===== config.mk =====
export PLATFORM = sky130hd
export DESIGN_NAME = dual_interval_timer
export DESIGN_NICKNAME = d
export VERILOG_FILES = /design/src/rtl/dtim_pkg.sv /design/src/rtl/dtim_ctrl.sv /design/src/rtl/dtim_chan.sv /design/src/rtl/dual_interval_timer.sv
export SDC_FILE = /design/constraint.sdc
export NUM_CORES = 1
export LEC_CHECK = 0
export BUFFER_PORTS_ARGS = -buffer_cell sky130_fd_sc_hd__clkbuf_2
export CORE_MARGIN = 2
export CORE_UTILIZATION = 40
export DETAILED_ROUTE_END_ITERATION = 6
export MAX_ROUTING_LAYER = met4
export SYNTH_ARGS = -nofsm -noshare
export SYNTH_HDL_FRONTEND = slang
export SYNTH_HIERARCHICAL = 1
export SYNTH_SLANG_ARGS = --single-unit

===== constraint.sdc =====
create_clock -name clk_i -period 3.45 [get_ports clk_i]
set_clock_uncertainty 0.2 [all_clocks]
set_input_delay 0.1725 -clock clk_i [delete_from_list [all_inputs] [get_ports clk_i]]
set_output_delay 0.1725 -clock clk_i [all_outputs]
set_load 0.05 [all_outputs]

===== src/rtl/dtim_pkg.sv =====
package dtim_pkg;
  localparam int unsigned NUM_TMR = 2;

  typedef enum logic {
    MODE_STOP_LOAD = 1'b0,
    MODE_RUN       = 1'b1
  } dtim_mode_e;
endpackage


===== src/rtl/dtim_ctrl.sv =====
module dtim_ctrl
  import dtim_pkg::*;
#(
  parameter int unsigned CNT_W = 8,
  parameter int unsigned SEL_W = 2
) (
  input  logic                                   clk_i,
  input  logic                                   rst_ni,
  input  logic                                   we_i,
  input  logic [NUM_TMR*(CNT_W+2+SEL_W)-1:0]     wdata_i,
  output logic [NUM_TMR-1:0][CNT_W-1:0]          div_o,
  output logic [NUM_TMR-1:0]                     run_o,
  output logic [NUM_TMR-1:0][SEL_W-1:0]          sel_o,
  output logic [NUM_TMR-1:0]                     clr_o
);
  localparam int unsigned SLICE = CNT_W + 2 + SEL_W;
  localparam int unsigned OFS_MODE = CNT_W;
  localparam int unsigned OFS_CLR  = CNT_W + 1;
  localparam int unsigned OFS_SEL  = CNT_W + 2;

  for (genvar i = 0; i < NUM_TMR; i++) begin : g_slice
    localparam int unsigned BASE = i * SLICE;
    logic [CNT_W-1:0] div_q;
    dtim_mode_e       mode_q;
    logic [SEL_W-1:0] sel_q;

    always_ff @(posedge clk_i or negedge rst_ni) begin
      if (!rst_ni) begin
        div_q  <= '0;
        mode_q <= MODE_STOP_LOAD;
        sel_q  <= '0;
      end else if (we_i) begin
        div_q  <= wdata_i[BASE +: CNT_W];
        mode_q <= dtim_mode_e'(wdata_i[BASE + OFS_MODE]);
        sel_q  <= wdata_i[BASE + OFS_SEL +: SEL_W];
      end
    end

    assign div_o[i] = div_q;
    assign run_o[i] = (mode_q == MODE_RUN);
    assign sel_o[i] = sel_q;
    // clear acts only on the write cycle, never stored
    assign clr_o[i] = we_i & wdata_i[BASE + OFS_CLR];

    // a stop-and-load write leaves the timer halted
    a_r2_stop_written: assert property (@(posedge clk_i) disable iff (!rst_ni)
      (we_i && !wdata_i[BASE + OFS_MODE]) |=> !run_o[i]);
  end
endmodule


===== src/rtl/dtim_chan.sv =====
module dtim_chan #(
  parameter int unsigned CNT_W = 8
) (
  input  logic             clk_i,
  input  logic             rst_ni,
  input  logic [CNT_W-1:0] div_i,
  input  logic             run_i,
  input  logic             step_i,
  input  logic             clr_i,
  output logic [CNT_W-1:0] count_o,
  output logic             uf_o,
  output logic             irq_o
);
  localparam logic [CNT_W-1:0] LAST = CNT_W'(1);

  logic [CNT_W-1:0] cnt_q;
  logic             irq_q;

  assign uf_o = run_i & step_i & (cnt_q == LAST);

  always_ff @(posedge clk_i or negedge rst_ni) begin
    if (!rst_ni)          cnt_q <= '0;
    else if (!run_i)      cnt_q <= div_i;
    else if (step_i)      cnt_q <= (cnt_q == LAST) ? div_i : cnt_q - LAST;
  end

  // underflow wins over a simultaneous clear
  always_ff @(posedge clk_i or negedge rst_ni) begin
    if (!rst_ni)     irq_q <= 1'b0;
    else if (uf_o)   irq_q <= 1'b1;
    else if (clr_i)  irq_q <= 1'b0;
  end

  assign count_o = cnt_q;
  assign irq_o   = irq_q;

  a_r2_hold_load: assert property (@(posedge clk_i) disable iff (!rst_ni)
    !run_i |=> count_o == $past(div_i));
  a_r3_step_down: assert property (@(posedge clk_i) disable iff (!rst_ni)
    (run_i && step_i && count_o != LAST) |=> count_o == $past(count_o) - LAST);
  a_r3_idle_hold: assert property (@(posedge clk_i) disable iff (!rst_ni)
    (run_i && !step_i) |=> $stable(count_o));
  a_r4_reload: assert property (@(posedge clk_i) disable iff (!rst_ni)
    uf_o |=> (count_o == $past(div_i)) && irq_o);
  a_r6_sticky: assert property (@(posedge clk_i) disable iff (!rst_ni)
    (irq_o && !clr_i) |=> irq_o);
  a_r6_clear: assert property (@(posedge clk_i) disable iff (!rst_ni)
    (clr_i && !uf_o) |=> !irq_o);
  a_r7_uf_beats_clr: assert property (@(posedge clk_i) disable iff (!rst_ni)
    (clr_i && uf_o) |=> irq_o);
endmodule


===== src/rtl/dual_interval_timer.sv =====
module dual_interval_timer
  import dtim_pkg::*;
#(
  parameter int unsigned CNT_W = 8,
  parameter int unsigned SEL_W = 2
) (
  input  logic                                   clk_i,
  input  logic                                   rst_ni,
  input  logic                                   ctrl_we_i,
  input  logic [NUM_TMR*(CNT_W+2+SEL_W)-1:0]     ctrl_wdata_i,
  input  logic [(1<<SEL_W)-1:0]                  tick_i,
  output logic [CNT_W-1:0]                       count0_o,
  output logic [CNT_W-1:0]                       count1_o,
  output logic [NUM_TMR-1:0]                     irq_o
);
  localparam int unsigned NSRC = 1 << SEL_W;
  localparam logic [SEL_W-1:0] SEL_TOP = SEL_W'(NSRC - 1);

  logic [NUM_TMR-1:0][CNT_W-1:0] div, count;
  logic [NUM_TMR-1:0][SEL_W-1:0] sel;
  logic [NUM_TMR-1:0][NSRC-1:0]  src;
  logic [NUM_TMR-1:0]            run, clr, step, uf;

  dtim_ctrl #(.CNT_W(CNT_W), .SEL_W(SEL_W)) u_ctrl (
    .clk_i   (clk_i),
    .rst_ni  (rst_ni),
    .we_i    (ctrl_we_i),
    .wdata_i (ctrl_wdata_i),
    .div_o   (div),
    .run_o   (run),
    .sel_o   (sel),
    .clr_o   (clr)
  );

  for (genvar i = 0; i < NUM_TMR; i++) begin : g_tmr
    // top select value: own strobe for the first timer, predecessor underflow otherwise
    if (i == 0) begin : g_head
      assign src[i] = tick_i;
    end else begin : g_casc
      assign src[i] = {uf[i-1], tick_i[NSRC-2:0]};
    end
    assign step[i] = src[i][sel[i]];

    dtim_chan #(.CNT_W(CNT_W)) u_chan (
      .clk_i   (clk_i),
      .rst_ni  (rst_ni),
      .div_i   (div[i]),
      .run_i   (run[i]),
      .step_i  (step[i]),
      .clr_i   (clr[i]),
      .count_o (count[i]),
      .uf_o    (uf[i]),
      .irq_o   (irq_o[i])
    );
  end

  assign count0_o = count[0];
  assign count1_o = count[1];

  // cascaded timer steps on every upstream underflow
  a_r5_cascade: assert property (@(posedge clk_i) disable iff (!rst_ni)
    (run[1] && sel[1] == SEL_TOP && uf[0] && count1_o != CNT_W'(1))
      |=> count1_o == $past(count1_o) - CNT_W'(1));
  // cascaded timer ignores the top external strobe
  a_r5_casc_no_ext: assert property (@(posedge clk_i) disable iff (!rst_ni)
    (run[1] && sel[1] == SEL_TOP && !uf[0]) |=> $stable(count1_o));
  // nothing runs straight out of reset
  a_r1_reset_idle: assert property (@(posedge clk_i)
    !rst_ni |=> (irq_o == '0));
endmodule


; ---- Yosys cells after proc, flatten, opt, wreduce, memory -nomap -nowiden
; Index checks and enable logic that the tools add are counted.
[op_classes]
add_sub_neg = 2
order_cmp = 2
n_eq_ne = 4
n_mux = 14
bitwise = 6
reduce_logical = 2
[op_table]
columns = cell, n
row1 = $mux W8, 6
row2 = $eq A8 B1 Y1 const B, 2
row3 = $sub A8 B1 Y8 const B, 2
row4 = $and A1 B1 Y1, 6
row5 = $lt A2 B3 Y1 const B, 2
row6 = $mux W1, 6
row7 = $bmux W1 S2, 2
row8 = $ne A2 B1 Y1 const B, 2
row9 = $reduce_bool A2 Y1, 2
[word_totals]
regBits = 40
output_inout_bits = 18

; ---- Logic depth before layout (Yosys ltp)
; Gate-level depths: netlist of the first run.
[logic_depth]
ltp_word = 9
ltp_mapped = 10
mapped_depth_nobuf = 9

; ---- Modules after synthesis
; Netlist of the first run, hierarchy kept.
[modules_own_cells]
columns = mod, instances, cells_per_inst, area_per_inst_um2
row1 = dtim_chan, 2, 66, 613.1
row2 = dtim_ctrl, 1, 51, 939.7
row3 = dual_interval_timer, 1, 2, 45.0

; ---- Worst setup path before layout of the first run
; Ideal clock, no wire load.
[synth_path]
kind = register -> register
start = register g_tmr[0].u_chan.cnt_q[1]
end = register g_tmr[1].u_chan.cnt_q[3]
setup_time_ns = 0.132
t_arrival_ns = 2.497
required_ns = 3.118
slack_ns = 0.622
stages_incl_launch_ff = 11
path_buffers = 1
period_less_slack_ns = 2.828
path_cell_list = dfrtp_1 inv_1 ha_1 nor3b_2 nand3_1 nor2_1 mux4_2 clkbuf_1 nand2b_1 o31a_4 a2bb2oi_1
[synth_rtl]
columns = item, line_no
row1 = from (decl), dtim_chan.sv:16  ; logic [CNT_W-1:0] cnt_q;
row2 = from (signal assigned), dtim_chan.sv:23  ; else if (!run_i) cnt_q <= div_i;
row3 = from (signal assigned), dtim_chan.sv:24  ; else if (step_i) cnt_q <= (cnt_q == LAST) ? div_i : cnt_q - LAST;
row4 = to (signal assigned), dtim_chan.sv:23
row5 = to (signal assigned), dtim_chan.sv:24
row6 = to (decl), dtim_chan.sv:16

==> impl.org, run 1 <==
** Status
- Outcome :: finished, final reports clean

** Pwr
- The design draws 1640 µW.
- The analysis attributes to cell leakage a power of 0.00131 µW.
- PwrDens :: 580 nW/µm²
- IR Drop Worst-Case VDD :: roughly 0.22 mV

** CTS
- Number of setup buffers added after CTS :: 0
- Number of buffers inserted by hold repair at cts :: 25
- TritonCTS built the clock tree.
- # resized after CTS :: 0
- Number of buffers inserted during clock tree synthesis :: 5
- CTS saw 40 sinks.
- Clock latency on the worst-skew pair, taken at its later pin, is approximately 300 ps.
- CTS built an H-tree with a depth of 2.
- Clock tree synthesis selected as its root buffer the cell clkbuf_8.
- The clock passes through at most 2 buffers.
- After clock tree synthesis, the clock-pin slew on the worst setup and hold paths is ~80 ps.

** Yosys
- Cell count after synthesis :: around 180
- Warnings from Yosys :: 6
- In this run the mean area of a mapped cell was 12.0 µm².
- Nets in the synthesized netlist :: between 200 and 250
- The synthesized netlist occupies a cell area of 2210 µm².

** Placed design
- Total half-perimeter wirelength after legalization and detailed placement :: between 3000 and 4000 µm
- Port Buf Inserts :: 48
- Placer's final routability congestion estimate :: 0.849

** Timing
- At the pin with the least slew margin, the transition time is between 900 and 1000 ps.
- The final-report max-slew violation count was 0.
- Final setup fails :: 0
- After routing, the total negative slack on setup checks comes to 0 ps.
- Setup repair after global routing left no endpoint under its margin.
- Time the worst path needs with I/O delays and setup :: between 2000 and 3000 ps
- Final hold violations :: 0
- In the finished design, the share of the clock period the worst path needs comes to about four fifths.
- In this run the tightest slew margin relative to its limit is between 30% and 40%.
- Maximum frequency from static timing analysis :: around 0.36 GHz

** Floorplanning
- Row generation in the floorplan step produced 27 rows.
- The die covers about 6100 µm².
- The region available for standard cell placement spans 5410 µm².
- The die is a little under 80 µm tall.
- 49 I/O pins were placed.
- Once the floorplan was initialized, standard cells occupied between 40% and 50% of the core.
- Chip Width :: 78.3 µm

** Cells and area
- Fraction of final layout cells with drive strength greater than 1 :: between 30% and 40%
- Leading cell types in the layout, fill and taps excluded :: clkbuf_2 (48), dfrtp_1 (40), dlygate4sd3_1 (25)
- 0 antenna diodes ended up in the layout.
- In the final design database the tool counted 290 nets.
- From synthesis to final layout, the design area changed by 27.8%.
- Leading cell type in the layout, fill and taps excluded :: clkbuf_2

** Global routing
- All-layer global routing usage :: between 10% and 20%
- The first global-routing pass estimated 7960 µm of wire.
- Antenna violations before repair :: 0
- Global routing finished with a remaining overflow of 0.
- The via count of the first global-routing pass was 1646.
- Entering global routing, the biggest net connects 41 pins.

** Critical path
- STA puts the critical path data arrival time at 2730 ps.
- At the worst endpoint, the required time is between 3000 and 4000 ps.
- Sort of element at the end of the critical path :: register
- The worst setup path is launched from a register.
- In this run the worst path has a maximum fanout of 10.
- Kind of critical path :: reg -> reg

** Min path
- Worst Hold Class :: reg -> reg

** Drt
- The detail route stage leaves a number of antenna-violating nets equal to 0.
- Starting DRC count in detailed routing :: ~100
- Using the TritonRoute via totals, the vias-per-cell ratio works out to around 5.1.
- Detail-routed net length per standard cell :: roughly 14 µm
- Before antenna repair, the detailed router went through 4 iterations.
- Number of vias after detailed routing :: ~1700
- Final routed wirelength across all metal layers :: 4620 µm
- Drc violations :: 0

** Job
- Across the run, the number of max-cap violations was 0.
[layout make-up]
type | instances | area [µm²]
inverters | 10 | 37.5
multi-input cells | 125 | 1090
repair buffers | 73 | 490
clock buffers | 5 | 68.8
flip-flops and latches | 40 | 1000
well taps | 72 | 90.1
clock inverters | 3 | 42.5
fillers | 495 | 2580
[per-layer routing]
metal	global-route usage, %	wire [µm]	vias up
li1	-	-	822
met4	5.44	46	0
met2	24.6	2080	54
met1	24.0	2280	803
met5	-	0	-
met3	3.33	223	4
[worst max-delay path, cell delays in order, from the launching register on]
cell and delay (ps):
dfrtp_1 390, mux4_2 620, nand3_1 160, nor2_1 50, mux4_2 600, nand2b_1 310
o31a_4 170, a2bb2oi_1 130
[sequential cells by signal, summed over array words and instances, names as in the netlist]
signal	count
g_tmr.u_chan/count_o	16
u_ctrl/g_slice.div_q	16
g_tmr.u_chan/irq_o	2
u_ctrl/g_slice.sel_q	4
u_ctrl/g_slice.mode_q	2
[worst paths after layout]
kind	slack [ps]	depth (start not counted)	to	from
setup / recovery	690	7	g_tmr[1].u_chan/count_o[3]$_DFFE_PN0P_	u_ctrl/g_slice[0].sel_q[0]$_DFFE_PN0P_
hold / removal	290	1	g_tmr[0].u_chan/count_o[6]$_DFFE_PN0P_	u_ctrl/g_slice[0].div_q[6]$_DFFE_PN0P_
setup reg to reg	690	7	g_tmr[1].u_chan/count_o[3]$_DFFE_PN0P_	u_ctrl/g_slice[0].sel_q[0]$_DFFE_PN0P_
hold reg to reg	290	1	g_tmr[0].u_chan/count_o[6]$_DFFE_PN0P_	u_ctrl/g_slice[0].div_q[6]$_DFFE_PN0P_
max in group asynchronous	2060	2	u_ctrl/g_slice[0].div_q[3]$_DFFE_PN0P_	rst_ni
min in group asynchronous	370	2	u_ctrl/g_slice[0].div_q[7]$_DFFE_PN0P_	rst_ni
[report_power, final]
group / total [µW] / switching [µW] / internal (µW)
clock: 380 / 166 / 214
sequential: 673 / 127 / 547
combinational: 583 / 361 / 222
total: 1640 / 654 / 983
[stage by stage]
stage	instances	hold slack, ps	utilization (%)	worst slack, ps	instance area [µm²]
after floorplan	184	-323	-	622	2210
after global placement	295	189	45.5	806	2460
after detailed placement	295	195	45.5	734	2460
after CTS	328	296	52.2	708	2820
after global routing	328	312	52.2	560	2820
final	328	288	52.2	691	2820
(Power assumes the default switching activity.)
==> run 2: changes to the inputs <==
clock period = 2.5 ns   (was 3.45 ns; I/O delays follow)
==> impl.org, run 2 (synthesis results as in run 1) <==
** Status
- Outcome :: finished, final reports clean

** CTS
- After clock tree synthesis, the clock-pin slew on the worst setup and hold paths is 80 ps.
- Clock tree from TritonCTS :: built
- Clock root buffer :: clkbuf_8
- Buffers inserted during clock tree synthesis total 5.
- In this run the post-CTS setup repair buffer count came out at 0.
- Maximum count of clock buffers along a single path :: 2
- CTS built an H-tree with a depth of 2.
- The number of gates resized after CTS was 0.
- At the later pin of the worst-skew pair, clock insertion delay measures about 300 ps.
- Number of sinks driven by the clock tree :: 40

** Floorplanning
- Overall die area :: around 6000 µm²
- Number of ports placed on the die boundary :: 49
- The die is approximately 78 µm wide.
- In this run the core area contains 27 standard-cell rows.
- Height of the die :: 78.3 µm
- In this run the standard cell core region covers 5410 µm².
- Initial core utilization :: approximately 41%

** Timing
- Hold timing on the final database bottoms out at a slack of ~220 ps.
- For the pin with the worst max-slew slack, the measured transition is approximately 800 ps.
- Time the worst path needs with I/O delays and setup :: between 2000 and 2500 ps
- Setup violations remaining at the end of the flow were counted as 0.
- The final-report max-slew violation count is 0.
- Summed over all failing endpoints, the final setup total negative slack is 0 ps.
- Derived from the worst setup path, the maximum achievable clock frequency is around 0.42 GHz.
- Of the available clock period, the critical path in the final layout requires about 96%.
- Slew Limit Headroom :: a little under half
- Setup repair after global routing left no endpoint under its margin.
- The count of endpoints failing hold in the final timing report was 0.

** Pwr
- Per report_power, the combinational group accounts for ~37% of the total.
- Total power :: ~2300 µW
- Power spread over the standard cell area amounts to approximately 800 nW/µm².
- Fraction of power consumed by the clock network :: 22.7%
- Part of the total power dissipated in sequential elements :: 40.4%
- Of the total power, the share spent switching nets is approximately two fifths.
- Switching power of the nets :: between 900 and 1000 µW
- Cell internal power was estimated by the tool at between 1000 and 1500 µW.
- IR Drop Worst-Case VDD :: between 0.3 and 0.4 mV
- Leakage component of the power :: 0.00136 µW

** Cells and area
- # fillers :: a little over 500
- # diodes :: 0
- In the layout the commonest cells are clkbuf_2 (48), dfrtp_1 (38), dlygate4sd3_1 (25).
- Leading cell type in the layout, fill and taps excluded :: clkbuf_2
- The net count of the finished layout is 299.
- Leaving out filler cells and counting taps, the final layout contains about 340.
- The post-route netlist has approximately 39% of its cells at a drive strength greater than 1.
- From synthesis to final layout, the design area changed by 32.0%.

** Placed design
- Count of placed standard cells including taps :: just over 300
- Port buffering added 48 buffers.
- Total half-perimeter wirelength after legalization and detailed placement :: between 3000 and 4000 µm
- Placer's final routability congestion estimate :: approximately 0.87

** Critical path
- Cell mode on critical path :: mux4_2
- STA classifies the critical path startpoint as a register.
- Worst-path cell chain :: mux4_2 -> nand3_1 -> nor2_1 -> mux4_2 -> nand2b_4 -> o31a_4 -> a2bb2oi_1
- Critical path's largest stage delay :: 550 ps
- The worst setup path is of the reg -> reg kind.
- At the worst endpoint, the required time is approximately 2500 ps.
- The slowest stage of the critical path belongs to the cell mux4_2.
- The number of buffers and inverters on the critical path is 0.
- Signal arrival time at the worst endpoint :: approximately 2400 ps
- Sort of element at the end of the critical path :: register
- Of all nets on the critical path, the largest fanout is 7.
- The kind of cell with the highest combined delay along the critical path is multiplexers.

** Drt
- For this run, design rule violations remaining after detail routing come to 0.
- Per-cell via count in the routed design :: roughly 5.2
- The detail route stage leaves a number of antenna-violating nets equal to 0.
- After detailed routing, the total wire length is ~5000 µm.
- The first detailed-routing pass took 4 iterations.
- Starting DRC count in detailed routing :: 100
- Detail-routed net length per standard cell :: around 15 µm
- Number of vias after detailed routing :: about 1800

** Min path
- Worst Hold Class :: in -> async

** Global routing
- Wire length of the first global-routing pass :: slightly above 8000 µm
- Global routing used approximately 17% of the available tracks.
- Vias in the first global route :: about 1700
- The number of antenna violations at the first check in global routing was 0.
- For this run the aggregate overflow at the end of global routing stands at 0.
- Entering global routing, the biggest net connects 28 pins.

** Job
- Max-cap violations in this run came to 0.
-- run 2: path summary, 6_finish.rpt --
path,cells after the start,to,from,slack [ps]
setup / recovery,7,g_tmr[1].u_chan/count_o[3]$_DFFE_PN0P_,u_ctrl/g_slice[0].sel_q[0]$_DFFE_PN0P_,110
hold / removal,2,u_ctrl/g_slice[1].div_q[5]$_DFFE_PN0P_,rst_ni,220
setup reg to reg,7,g_tmr[1].u_chan/count_o[3]$_DFFE_PN0P_,u_ctrl/g_slice[0].sel_q[0]$_DFFE_PN0P_,110
hold reg to reg,1,g_tmr[0].u_chan/count_o[5]$_DFFE_PN0P_,u_ctrl/g_slice[0].div_q[5]$_DFFE_PN0P_,290
max in group asynchronous,3,g_tmr[1].u_chan/count_o[1]$_DFFE_PN0P_,rst_ni,1220
min in group clk_i,1,g_tmr[0].u_chan/count_o[5]$_DFFE_PN0P_,u_ctrl/g_slice[0].div_q[5]$_DFFE_PN0P_,290
-- run 2: cell type report --
| type | count | area (µm²) | area share [%] |
|---|---|---|---|
| Multi-Input combinational cell | 126 | 1120 | 38.6 |
| Sequential cell | 40 | 1000 | 34.5 |
| Timing Repair Buffer | 81 | 551 | 18.9 |
| Tap cell | 72 | 90.1 | 3.09 |
| Clock buffer | 6 | 72.6 | 2.49 |
| Inverter | 10 | 37.5 | 1.29 |
| Clock inverter | 2 | 35.0 | 1.20 |
-- run 2: power groups by stage --
stage	clock network, µW	logic (µW)	registers [µW]
6_report	520	847	928
3_3_place_gp	0	809	937
2_1_floorplan	0	380	1160
4_1_cts	541	847	924
3_5_place_dp	0	817	934
5_1_grt	561	913	946
-- run 2: stage by stage --
stage          instance area (µm²)  setup WS (ps)  utilization (%)
2_1_floorplan                 2220         0.0466                -
3_3_place_gp                  2530            147             46.8
3_5_place_dp                  2530           80.4             46.8
4_1_cts                       2890           82.1             53.4
5_1_grt                       2910           13.3             53.9
6_report                      2910            109             53.9
-- run 2: layer usage --
layer	GRT usage, %	up-vias	wire (µm)
met5	-	-	0
met4	6.32	0	44
met3	3.68	4	230
met2	25.9	54	2320
met1	23.7	869	2420
li1	-	842	-
-- run 2: what timing repair did --
item | 4_1_cts | 5_1_grt
hold endpoints to repair | 50 | 0
hold buffers | 25 | 0
setup endpoints to repair | 0 | 3
